$ cat config.mk
export PLATFORM = sky130hd
export DESIGN_NAME = port_carrier_io
export DESIGN_NICKNAME = d
export VERILOG_FILES = /design/src/rtl/pcio_pkg.sv /design/src/rtl/pcio_sync.sv /design/src/rtl/pcio_carrier.sv /design/src/rtl/pcio_port_reg.sv /design/src/rtl/pcio_pin_drive.sv /design/src/rtl/port_carrier_io.sv
export SDC_FILE = /design/constraint.sdc
export NUM_CORES = 1
export LEC_CHECK = 0
export BUFFER_PORTS_ARGS = -buffer_cell sky130_fd_sc_hd__buf_2
export CAP_MARGIN = 20
export CORE_UTILIZATION = 51
export CTS_CLUSTER_SIZE = 16
export DETAILED_ROUTE_END_ITERATION = 12
export PLACE_DENSITY = 0.73
export SLEW_MARGIN = 5
export SYNTH_ARGS = -nofsm -noshare
export SYNTH_HDL_FRONTEND = slang
export SYNTH_HIERARCHICAL = 1
export SYNTH_SLANG_ARGS = --single-unit
$ cat constraint.sdc
create_clock -name clk -period 1.8 [get_ports clk]
set_input_delay 0.09 -clock clk [delete_from_list [all_inputs] [get_ports clk]]
set_output_delay 0.09 -clock clk [all_outputs]
set_load 0.005 [all_outputs]
$ cat src/rtl/pcio_pkg.sv
package pcio_pkg;
   localparam int NPORTS   = 3;
   localparam int PW       = 8;
   localparam logic [7:0] CFG_ADDR = 8'h9F;

   function automatic logic [7:0] port_addr(input int p);
      return 8'h80 + 8'(p * 16);
   endfunction

   function automatic logic [7:0] pu_addr(input int p);
      return 8'hB2 + 8'(p);
   endfunction

   function automatic logic [4:0] port_bitblk(input int p);
      return 5'h10 + 5'(p * 2);
   endfunction

   function automatic int carrier_half(input longint clk_hz, input longint car_hz);
      return int'((clk_hz + car_hz) / (2 * car_hz));
   endfunction
endpackage

$ cat src/rtl/pcio_sync.sv
module pcio_sync #(
   parameter int W = 8
) (
   input  logic         clk,
   input  logic         rst_n,
   input  logic [W-1:0] d,
   output logic [W-1:0] q
);
   logic [W-1:0] s1_q;
   logic [W-1:0] s2_q;

   always_ff @(posedge clk) begin
      if (!rst_n) begin
         s1_q <= '1;
         s2_q <= '1;
      end else begin
         s1_q <= d;
         s2_q <= s1_q;
      end
   end

   assign q = s2_q;
endmodule

$ cat src/rtl/pcio_carrier.sv
module pcio_carrier #(
   parameter int HALF = 1645
) (
   input  logic clk,
   input  logic rst_n,
   output logic carrier
);
   localparam int CW = (HALF > 1) ? $clog2(HALF) : 1;
   localparam logic [CW-1:0] LAST = CW'(HALF - 1);

   logic [CW-1:0] cnt_q;
   logic          car_q;

   always_ff @(posedge clk) begin
      if (!rst_n) begin
         cnt_q <= '0;
         car_q <= 1'b0;
      end else if (cnt_q == LAST) begin
         cnt_q <= '0;
         car_q <= ~car_q;
      end else begin
         cnt_q <= cnt_q + 1'b1;
      end
   end

   assign carrier = car_q;
endmodule

$ cat src/rtl/pcio_port_reg.sv
module pcio_port_reg #(
   parameter int         PW      = 8,
   parameter logic [7:0] DATA_A  = 8'h80,
   parameter logic [7:0] PU_A    = 8'hB2,
   parameter logic [4:0] BIT_BLK = 5'h10
) (
   input  logic          clk,
   input  logic          rst_n,
   input  logic [7:0]    sfr_addr,
   input  logic          sfr_wr,
   input  logic [PW-1:0] sfr_wdata,
   input  logic          bit_wr,
   input  logic [7:0]    bit_addr,
   input  logic          bit_val,
   output logic [PW-1:0] latch,
   output logic [PW-1:0] pu_cfg
);
   localparam int IW = $clog2(PW);

   logic [PW-1:0] latch_q;
   logic [PW-1:0] pu_q;
   logic          byte_hit;
   logic          bit_hit;
   logic [IW-1:0] bit_idx;

   assign byte_hit = sfr_wr && (sfr_addr == DATA_A);
   assign bit_hit  = bit_wr && (bit_addr[7:3] == BIT_BLK);
   assign bit_idx  = bit_addr[IW-1:0];

   always_ff @(posedge clk) begin
      if (!rst_n) begin
         latch_q <= '1;
      end else if (byte_hit) begin
         latch_q <= sfr_wdata;
      end else if (bit_hit) begin
         latch_q[bit_idx] <= bit_val;
      end
   end

   always_ff @(posedge clk) begin
      if (!rst_n) begin
         pu_q <= '0;
      end else if (sfr_wr && (sfr_addr == PU_A)) begin
         pu_q <= sfr_wdata;
      end
   end

   assign latch  = latch_q;
   assign pu_cfg = pu_q;
endmodule

$ cat src/rtl/pcio_pin_drive.sv
module pcio_pin_drive #(
   parameter int PW = 8
) (
   input  logic [PW-1:0] latch,
   input  logic [PW-1:0] pu_cfg,
   input  logic [PW-1:0] mod_sel,
   input  logic          carrier,
   output logic [PW-1:0] oe,
   output logic [PW-1:0] out,
   output logic [PW-1:0] pu
);
   for (genvar i = 0; i < PW; i++) begin : g_pin
      logic level;
      assign level = latch[i] ^ (mod_sel[i] & carrier);
      assign pu[i]  = ~pu_cfg[i];
      assign oe[i]  = pu_cfg[i] ? ~level : 1'b1;
      assign out[i] = pu_cfg[i] ? 1'b0   : level;
   end
endmodule

$ cat src/rtl/port_carrier_io.sv
module port_carrier_io
   import pcio_pkg::*;
#(
   parameter longint CLK_HZ     = 125_000_000,
   parameter longint CARRIER_HZ = 38_000,
   parameter int     MOD_PORT   = 1
) (
   input  logic                 clk,
   input  logic                 rst_n,
   input  logic [7:0]           sfr_addr,
   input  logic                 sfr_wr,
   input  logic [7:0]           sfr_wdata,
   input  logic                 sfr_rd,
   input  logic                 rd_pin,
   output logic [7:0]           sfr_rdata,
   input  logic                 bit_wr,
   input  logic [7:0]           bit_addr,
   input  logic                 bit_val,
   input  logic                 mod_en,
   input  logic [NPORTS*PW-1:0] pin_in,
   output logic [NPORTS*PW-1:0] pin_oe,
   output logic [NPORTS*PW-1:0] pin_out,
   output logic [NPORTS*PW-1:0] pin_pu
);
   localparam int HALF = carrier_half(CLK_HZ, CARRIER_HZ);
   localparam int NPIN = NPORTS * PW;

   if (PW != 8) begin : g_bad_width
      $error("port width must be 8 to fit the byte bus");
   end
   if (CLK_HZ < 4 * CARRIER_HZ) begin : g_bad_clk
      $error("clock too slow for the carrier");
   end
   if (MOD_PORT < 0 || MOD_PORT >= NPORTS) begin : g_bad_mport
      $error("MOD_PORT out of range");
   end

   logic [NPIN-1:0] latch_vec;
   logic [NPIN-1:0] pu_vec;
   logic [NPIN-1:0] pin_sync;
   logic [PW-1:0]   mod_cfg_q;
   logic            carrier_q;

   pcio_sync #(.W(NPIN)) u_sync (
      .clk   (clk),
      .rst_n (rst_n),
      .d     (pin_in),
      .q     (pin_sync)
   );

   pcio_carrier #(.HALF(HALF)) u_car (
      .clk     (clk),
      .rst_n   (rst_n),
      .carrier (carrier_q)
   );

   always_ff @(posedge clk) begin
      if (!rst_n) begin
         mod_cfg_q <= '0;
      end else if (sfr_wr && (sfr_addr == CFG_ADDR)) begin
         mod_cfg_q <= sfr_wdata;
      end
   end

   for (genvar p = 0; p < NPORTS; p++) begin : g_port
      logic [PW-1:0] sel;

      pcio_port_reg #(
         .PW      (PW),
         .DATA_A  (port_addr(p)),
         .PU_A    (pu_addr(p)),
         .BIT_BLK (port_bitblk(p))
      ) u_reg (
         .clk       (clk),
         .rst_n     (rst_n),
         .sfr_addr  (sfr_addr),
         .sfr_wr    (sfr_wr),
         .sfr_wdata (sfr_wdata),
         .bit_wr    (bit_wr),
         .bit_addr  (bit_addr),
         .bit_val   (bit_val),
         .latch     (latch_vec[p*PW +: PW]),
         .pu_cfg    (pu_vec[p*PW +: PW])
      );

      if (p == MOD_PORT) begin : g_mod
         assign sel = mod_en ? mod_cfg_q : '0;
      end else begin : g_plain
         assign sel = '0;
      end

      pcio_pin_drive #(.PW(PW)) u_drv (
         .latch   (latch_vec[p*PW +: PW]),
         .pu_cfg  (pu_vec[p*PW +: PW]),
         .mod_sel (sel),
         .carrier (carrier_q),
         .oe      (pin_oe[p*PW +: PW]),
         .out     (pin_out[p*PW +: PW]),
         .pu      (pin_pu[p*PW +: PW])
      );
   end

   always_comb begin
      sfr_rdata = '0;
      if (sfr_rd) begin
         if (sfr_addr == CFG_ADDR) sfr_rdata = mod_cfg_q;
         for (int p = 0; p < NPORTS; p++) begin
            if (sfr_addr == port_addr(p))
               sfr_rdata = rd_pin ? pin_sync[p*PW +: PW] : latch_vec[p*PW +: PW];
            if (sfr_addr == pu_addr(p))
               sfr_rdata = pu_vec[p*PW +: PW];
         end
      end
   end
endmodule

==> results of run 1 <==
-- metrics by stage --
stage	total power [uW]	setup slack, ps	util (%)
after global placement	3140	34.4	60.8
after CTS	6470	8.60	67.1
after floorplan	2940	373	-
after detailed placement	3140	31.7	60.8
after global routing	6660	-20.7	67.4
final	6460	63.5	67.4
-- power groups by stage --
stage / clock network [uW] / registers, uW / logic, uW
final: 3320 / 2650 / 491
after global routing: 3470 / 2660 / 531
after CTS: 3340 / 2660 / 474
after detailed placement: 0 / 2710 / 429
after global placement: 0 / 2710 / 428
after floorplan: 0 / 2700 / 238
-- layout make-up --
class / count / area share (%)
Timing Repair Buffer: 196 / 13.6
Sequential cell: 116 / 26.2
Antenna cell: 1 / 0.0280
Clock buffer: 18 / 4.92
Multi-Input combinational cell: 613 / 49.7
Clock inverter: 14 / 1.61
Tap cell: 176 / 2.47
Inverter: 35 / 1.47
-- how the worst max path moves through the flow --
stage              endpoint
2_1_floorplan  sfr_rdata[4]
3_3_place_gp   sfr_rdata[4]
3_5_place_dp   sfr_rdata[4]
4_1_cts        sfr_rdata[5]
5_1_grt        sfr_rdata[6]
6_report       sfr_rdata[6]
-- critical path: stages, from the launching register on --
cell     delay (ps)
dfxtp_1         420
mux2_2          220
a22oi_1          70
a22o_1          220
a31oi_1         170
buf_2           130
-- kinds of logic after synthesis --
kind of cell	Yosys count
other cells	1
xor+xnor	3
buf+inv	60
fa+ha+maj	2
flops	116
mux	88
simple gates	341
compound gates	147
-- routing by layer --
metal  part of all wire (%)  track usage (%)  up-vias  wire, um
met1                     43             38.4     3115      8920
li1                       -                -     3143         -
met5                      0                0        -         0
met2                     48             49.0      275      9780
met4                    2.2             10.2        0       443
met3                    6.7             5.55       36      1380
-- state kept, by name, summed over array words and instances (netlist names) --
name and cells:
g_port.u_reg/pu_cfg 24, mod_cfg_q 8, u_car/carrier 1, g_port.u_reg/latch 24
u_car/cnt_q 11, u_sync/q 24, u_sync/s1_q 24
-- timing repair --
action                                  in CTS  in global routing
endpoints found under the setup margin      16                 12
endpoints found under the hold margin       24                  0
pin swaps                                    0                  1
resized for setup                            8                 11
hold buffers                                25                  0
setup buffers                                0                  0
cloned                                       0                  0
-- placed cells by master, fill, tap and decap left out, types with 4 or more instances in the layout --
cell,count
nand2b_1,49
a311oi_1,4
dfxtp_1,105
buf_2,135
o31ai_1,4
a31oi_1,13
a22o_1,8
nand4b_1,25
and2_1,12
inv_1,35
inv_6,4
clkbuf_16,17
nand2_1,28
mux2i_1,32
a221oi_2,6
a221oi_1,14
a22oi_1,16
and3_1,4
mux2_2,50
o21a_1,24
buf_4,34
a21oi_1,14
or4_1,5
dlygate4sd3_1,25
and2_2,18
mux2_4,6
conb_1,32
and2_4,6
o21ai_0,13
o21ai_1,29
dfxtp_2,9
nand3_1,28
nor2_1,60
nor2b_1,60
==> results by group, run 1 <==
Status
  – Status: finished clean

Global route
  – GR Util All Layers: 29.5%
  – Vias in the first global route: 6052
  – First-pass GRT wire length: 31800 um
  – Grt total ovfl: 0
  – Largest net degree at the start of global routing: 52
  – Antenna violations before repair: 1

Clocking
  – Worst-Skew Late Latency: 410 ps
  – Max Buffers Root-to-Sink: 2
  – Num CTS Buffers: 17
  – CTS tree: yes
  – CTS sink count: 116
  – CTS HTree Levels: 4
  – Root buffer cell: clkbuf_16
  – Clk slew on worst S/H paths: 60 ps

Timing
  – Post-route minimum period: 1740 ps
  – Tcrit/Tclk final: 96.5%
  – Max-slew violations: 0
  – Fin. Hold Viols: 0
  – RSZ-0062 raised after global routing: true
  – Final hold slack: 15.4 ps
  – Count of final setup violators: 0
  – Slew margin rel.: 59.9%
  – Setup tns final: 0 ps
  – Slew @ Worst Pin: 599 ps
  – Worst clock skew: 7.05 ps
  – Fmax: 0.576 GHz

Synthesis
  – Synth cell count leaders: dfxtp_1, nor2_1, nor2b_1, nand2b_1, mux2_2
  – Post-Syn Instances: 758
  – Count leader, synth: dfxtp_1
  – Yosys top cell area share: 33.6%
  – Syn_area_per_cell: 9.13 um^2
  – Synth Register Bits: 116
  – Main flop type after synthesis: dfxtp_1
  – Fraction of the mapped netlist area in simple logic gates: 32.4%
  – Synth cell types: 66
  – Complex-gate fraction of the synthesized area: 14.9%
  – Post-synth EDFFs: 0
  – Mapped cell area: 6920 um^2
  – Synth top area cells: dfxtp_1, mux2_2, nor2b_1, mux2i_1, nand2b_1
  – Multiplexer area fraction after synthesis: 14.1%
  – Largest family of logic cells by synthesized area: simple AND/OR/NAND/NOR gates
  – Synth Warn #: 6
  – Register area share after synthesis: 33.6%
  – FFs w/ async S/R, synth: 0%
  – XOR/XNOR Fraction of Synth Area: 0.380%
  – Synth Area in Adders: 0.362%
  – Synth area leader: dfxtp_1

Layout
  – Area occupied by multi-input gates: 4440 um^2
  – Fin cells: 1169
  – FILL cells: 1078
  – Layout overhead on the synthesized area: 29.0%
  – Sequential Area: 2340 um^2
  – Nets: 1037
  – Finished Cell Area: 8930 um^2
  – Share of layout cells above drive strength 1: 33.7%

Worst setup path
  – R2r endpoint: u_car/carrier$_SDFFE_PN0N_
  – Reg2reg start: u_car/cnt_q[0]$_SDFF_PP0_
  – Critical Path Start: g_port[0].u_reg/latch[6]$_SDFFE_PN1P_
  – CP Launch Type: flop
  – Worst-path maximum fanout: 6
  – R2R cell count: 5
  – Critical path required time: 1710 ps
  – R2r setup slk: 300 ps
  – Crit path capture type: output port
  – Crit Path Category: reg -> out
  – Critical Path AT: 1650 ps

Pwr
  – Sequential Power Share: 41.1%
  – Clock Power Share: 51.3%
  – Pint: 4830 uW
  – Pwr dens: 724 nW/um^2
  – Leakage: 0.00356 uW
  – Peak VDD IR: 0.881 mV
  – Sw Ratio: 25.3%
  – Combinational share of power: 7.6%
  – Psw: 1630 uW

Die
  – I/O Pins: 136
  – Core area: 13200 um^2
  – Die Ht: 118 um
  – Initial core utilization: 52.3%
  – Die width: 118 um
  – Cell row count: 42
  – Die area: 14000 um^2

Place
  – Post-DP HPWL: 14600 um
  – Gpl congestion: 0.955
  – Placed inst area: 8050 um^2
  – Placed Cells: 1111
  – Port bufs: 135

Hold path
  – Cells on Worst Hold Path: 2
  – Hold Path Class: in -> reg
  – Hold path start: rst_n
  – Hold Path Sink: u_sync/s1_q[6]$_SDFF_PN1_

Drt
  – Vias/cell: 5.62
  – Avg WL per Cell: 17.6 um
  – DRT Pass-1 Iters: 5
  – Residual DRC count: 0
  – Routed via count: 6569
  – Drt total wl: 20500 um
  – Iteration-0 DRC Markers: 593
  – Antenna Nets Post-Route: 0

Run
  – Max-cap violations: 0
Note: power is estimated with default switching activity, not from simulation.
==> inputs of run 2 (changes only) <==
--- a/config.mk
+++ b/config.mk
@@ -10,6 +10,7 @@
 export CORE_UTILIZATION = 51
 export CTS_CLUSTER_SIZE = 16
 export DETAILED_ROUTE_END_ITERATION = 12
+export HOLD_SLACK_MARGIN = 0.03
 export PLACE_DENSITY = 0.73
 export SLEW_MARGIN = 5
 export SYNTH_ARGS = -nofsm -noshare
==> results by group, run 2 (same netlist as run 1, synthesis figures left out) <==
Pwr
  – Leakage: 0.00356 uW (+0.20%)
  – Pwr dens: 722 nW/um^2 (-0.27%)
  – Peak VDD IR: 0.870 mV (-1.2%)

Drt
  – Metal3 WL: 1260 um (-9.0%)
  – Drt total wl: 20500 um (-0.12%)
  – DRT Pass-1 Iters: 5 (unchanged)
  – DR WL met2: 9820 um (+0.38%)
  – Antenna Nets Post-Route: 0 (unchanged)
  – WL met1: 9030 um (+1.2%)
  – Routed via count: 6496 (-1.1%)
  – Avg WL per Cell: 17.5 um (-0.29%)
  – Residual DRC count: 0 (unchanged)
  – Vias/cell: 5.55 (-1.3%)
  – Iteration-0 DRC Markers: 556 (-6.2%)
  – Top routing layer used: met4

Worst setup path
  – Crit path capture type: output port
  – CP Launch Type: flop
  – Critical Path AT: 1650 ps (about the same)
  – Critical path required time: 1710 ps (about the same)
  – Crit Path Category: reg -> out
  – Worst-path maximum fanout: 2 (-4)

Timing
  – Post-route minimum period: 1740 ps (+2.39 ps)
  – Tcrit/Tclk final: 96.6% (+0.13 points)
  – Count of final setup violators: 0 (unchanged)
  – Fin. Hold Viols: 0 (unchanged)
  – Slew @ Worst Pin: 603 ps (+4.34 ps)
  – Worst clock skew: 6.05 ps (-0.996 ps)
  – Slew margin rel.: 59.6% (-0.29 points)
  – RSZ-0062 raised after global routing: true
  – Max-slew violations: 0 (unchanged)
  – Fmax: 0.575 GHz (-0.14%)

Global route
  – Antenna violations before repair: 1 (unchanged)
  – Vias in the first global route: 6044 (-0.13%)
  – First-pass GRT wire length: 31700 um (about the same)
  – GR Util All Layers: 29.5% (about the same)
  – Grt total ovfl: 0 (unchanged)
  – Largest net degree at the start of global routing: 52 (unchanged)

Die
  – Die Ht: 118 um (unchanged)
  – I/O Pins: 136 (unchanged)
  – Initial core utilization: 52.3% (unchanged)
  – Cell row count: 42 (unchanged)
  – Die area: 14000 um^2 (unchanged)
  – Core area: 13200 um^2 (unchanged)
  – Die width: 118 um (unchanged)

Clocking
  – Max Buffers Root-to-Sink: 2 (unchanged)
  – Post-CTS Setup Bufs: 0 (unchanged)
  – CTS HTree Levels: 4 (unchanged)
  – CTS sink count: 116 (unchanged)
  – Worst-Skew Late Latency: 410 ps (about the same)
  – CTS tree: yes
  – Root buffer cell: clkbuf_16
  – Clk slew on worst S/H paths: 60 ps (about the same)
  – Num CTS Buffers: 17 (unchanged)

Layout
  – Finished Cell Area: 8950 um^2 (+0.22%)
  – Share of layout cells above drive strength 1: 33.6% (-0.068 points)
  – Area occupied by multi-input gates: 4440 um^2 (unchanged)
  – Fin cells: 1171 (+0.17%)
  – Leading cell types in the layout, fill and taps excluded: buf_2, dfxtp_1, nor2_1, nor2b_1, mux2_2
  – Sequential Area: 2340 um^2 (unchanged)
  – FILL cells: 1077 (-0.093%)
  – Nets: 1039 (+0.19%)
  – Most common cell after layout, fill and taps aside: buf_2
  – Layout overhead on the synthesized area: 29.3%

Status
  – Status: finished clean

Place
  – Placed Cells: 1111 (unchanged)
  – Placed inst area: 8050 um^2 (unchanged)
  – Gpl congestion: 0.955 (unchanged)
  – Post-DP HPWL: 14600 um (unchanged)
  – Port bufs: 135 (unchanged)

Hold path
  – Hold Path Class: in -> reg

Run
  – Max-cap violations: 0 (unchanged)
==> run 2: cell types whose count changed in the layout (fill, tap and decap cells not counted), sizes merged <==
cell         delta
dlygate4sd3     +2
==> run 2: final timing paths <==
check	startpoint	end	slack [ps]	cells past startpoint
max	g_port[0].u_reg/latch[7]$_SDFFE_PN1P_	sfr_rdata[7]	60	5
min	sfr_wdata[1]	g_port[2].u_reg/latch[1]$_SDFFE_PN1P_	80	3
max reg2reg	u_car/cnt_q[0]$_SDFF_PP0_	u_car/carrier$_SDFFE_PN0N_	310	5
min reg2reg	u_sync/s1_q[0]$_SDFF_PN1_	u_sync/q[0]$_SDFF_PN1_	400	1
==> run 2: cell type report <==
| class | instances | area share [%] |
|---|---|---|
| Timing Repair Buffer | 198 | 13.8 |
| Sequential cell | 116 | 26.2 |
| Tap cell | 176 | 2.46 |
| Clock inverter | 14 | 1.61 |
| Antenna cell | 1 | 0.0280 |
| Inverter | 35 | 1.47 |
| Clock buffer | 18 | 4.91 |
| Multi-Input combinational cell | 613 | 49.6 |
==> run 2: repair_timing <==
| action | 4_1_cts | 5_1_grt |
|---|---|---|
| pin swaps | 0 | 1 |
| hold buffers | 27 | 0 |
| cloned | 0 | 0 |
| hold endpoints to repair | 25 | 0 |
| gates resized for setup | 8 | 11 |
| setup endpoints to repair | 16 | 12 |
==> run 2: where the power goes <==
group	total (uW)	internal [uW]	switching [uW]
clock network	3310	1980	1330
registers	2650	2630	29.0
logic	495	226	269
==> run 2: per-stage QoR <==
stage | TNS (ps) | util (%) | setup slack (ps) | total power (uW) | hold WS (ps)
2_1_floorplan | 0 | - | 373 | 2940 | 191
3_3_place_gp | 0 | 60.8 | 34.4 | 3140 | 270
3_5_place_dp | 0 | 60.8 | 31.7 | 3140 | 273
4_1_cts | 0 | 67.3 | 8.60 | 6480 | 59.3
5_1_grt | -20.6 | 67.6 | -20.6 | 6670 | 74.8
6_report | 0 | 67.6 | 61.1 | 6460 | 82.7
==> run 2: critical path: stages (launching register included) <==
cell,delay (ps)
dfxtp_1,420
mux2_2,220
a22oi_1,70
a22o_1,180
a31oi_1,210
buf_2,150
==> run 2: routing by layer <==
metal | track usage, % | up-vias
li1 | - | 3143
met1 | 38.4 | 3076
met2 | 49.0 | 242
met3 | 5.55 | 35
met4 | 10.2 | 0
met5 | 0 | -
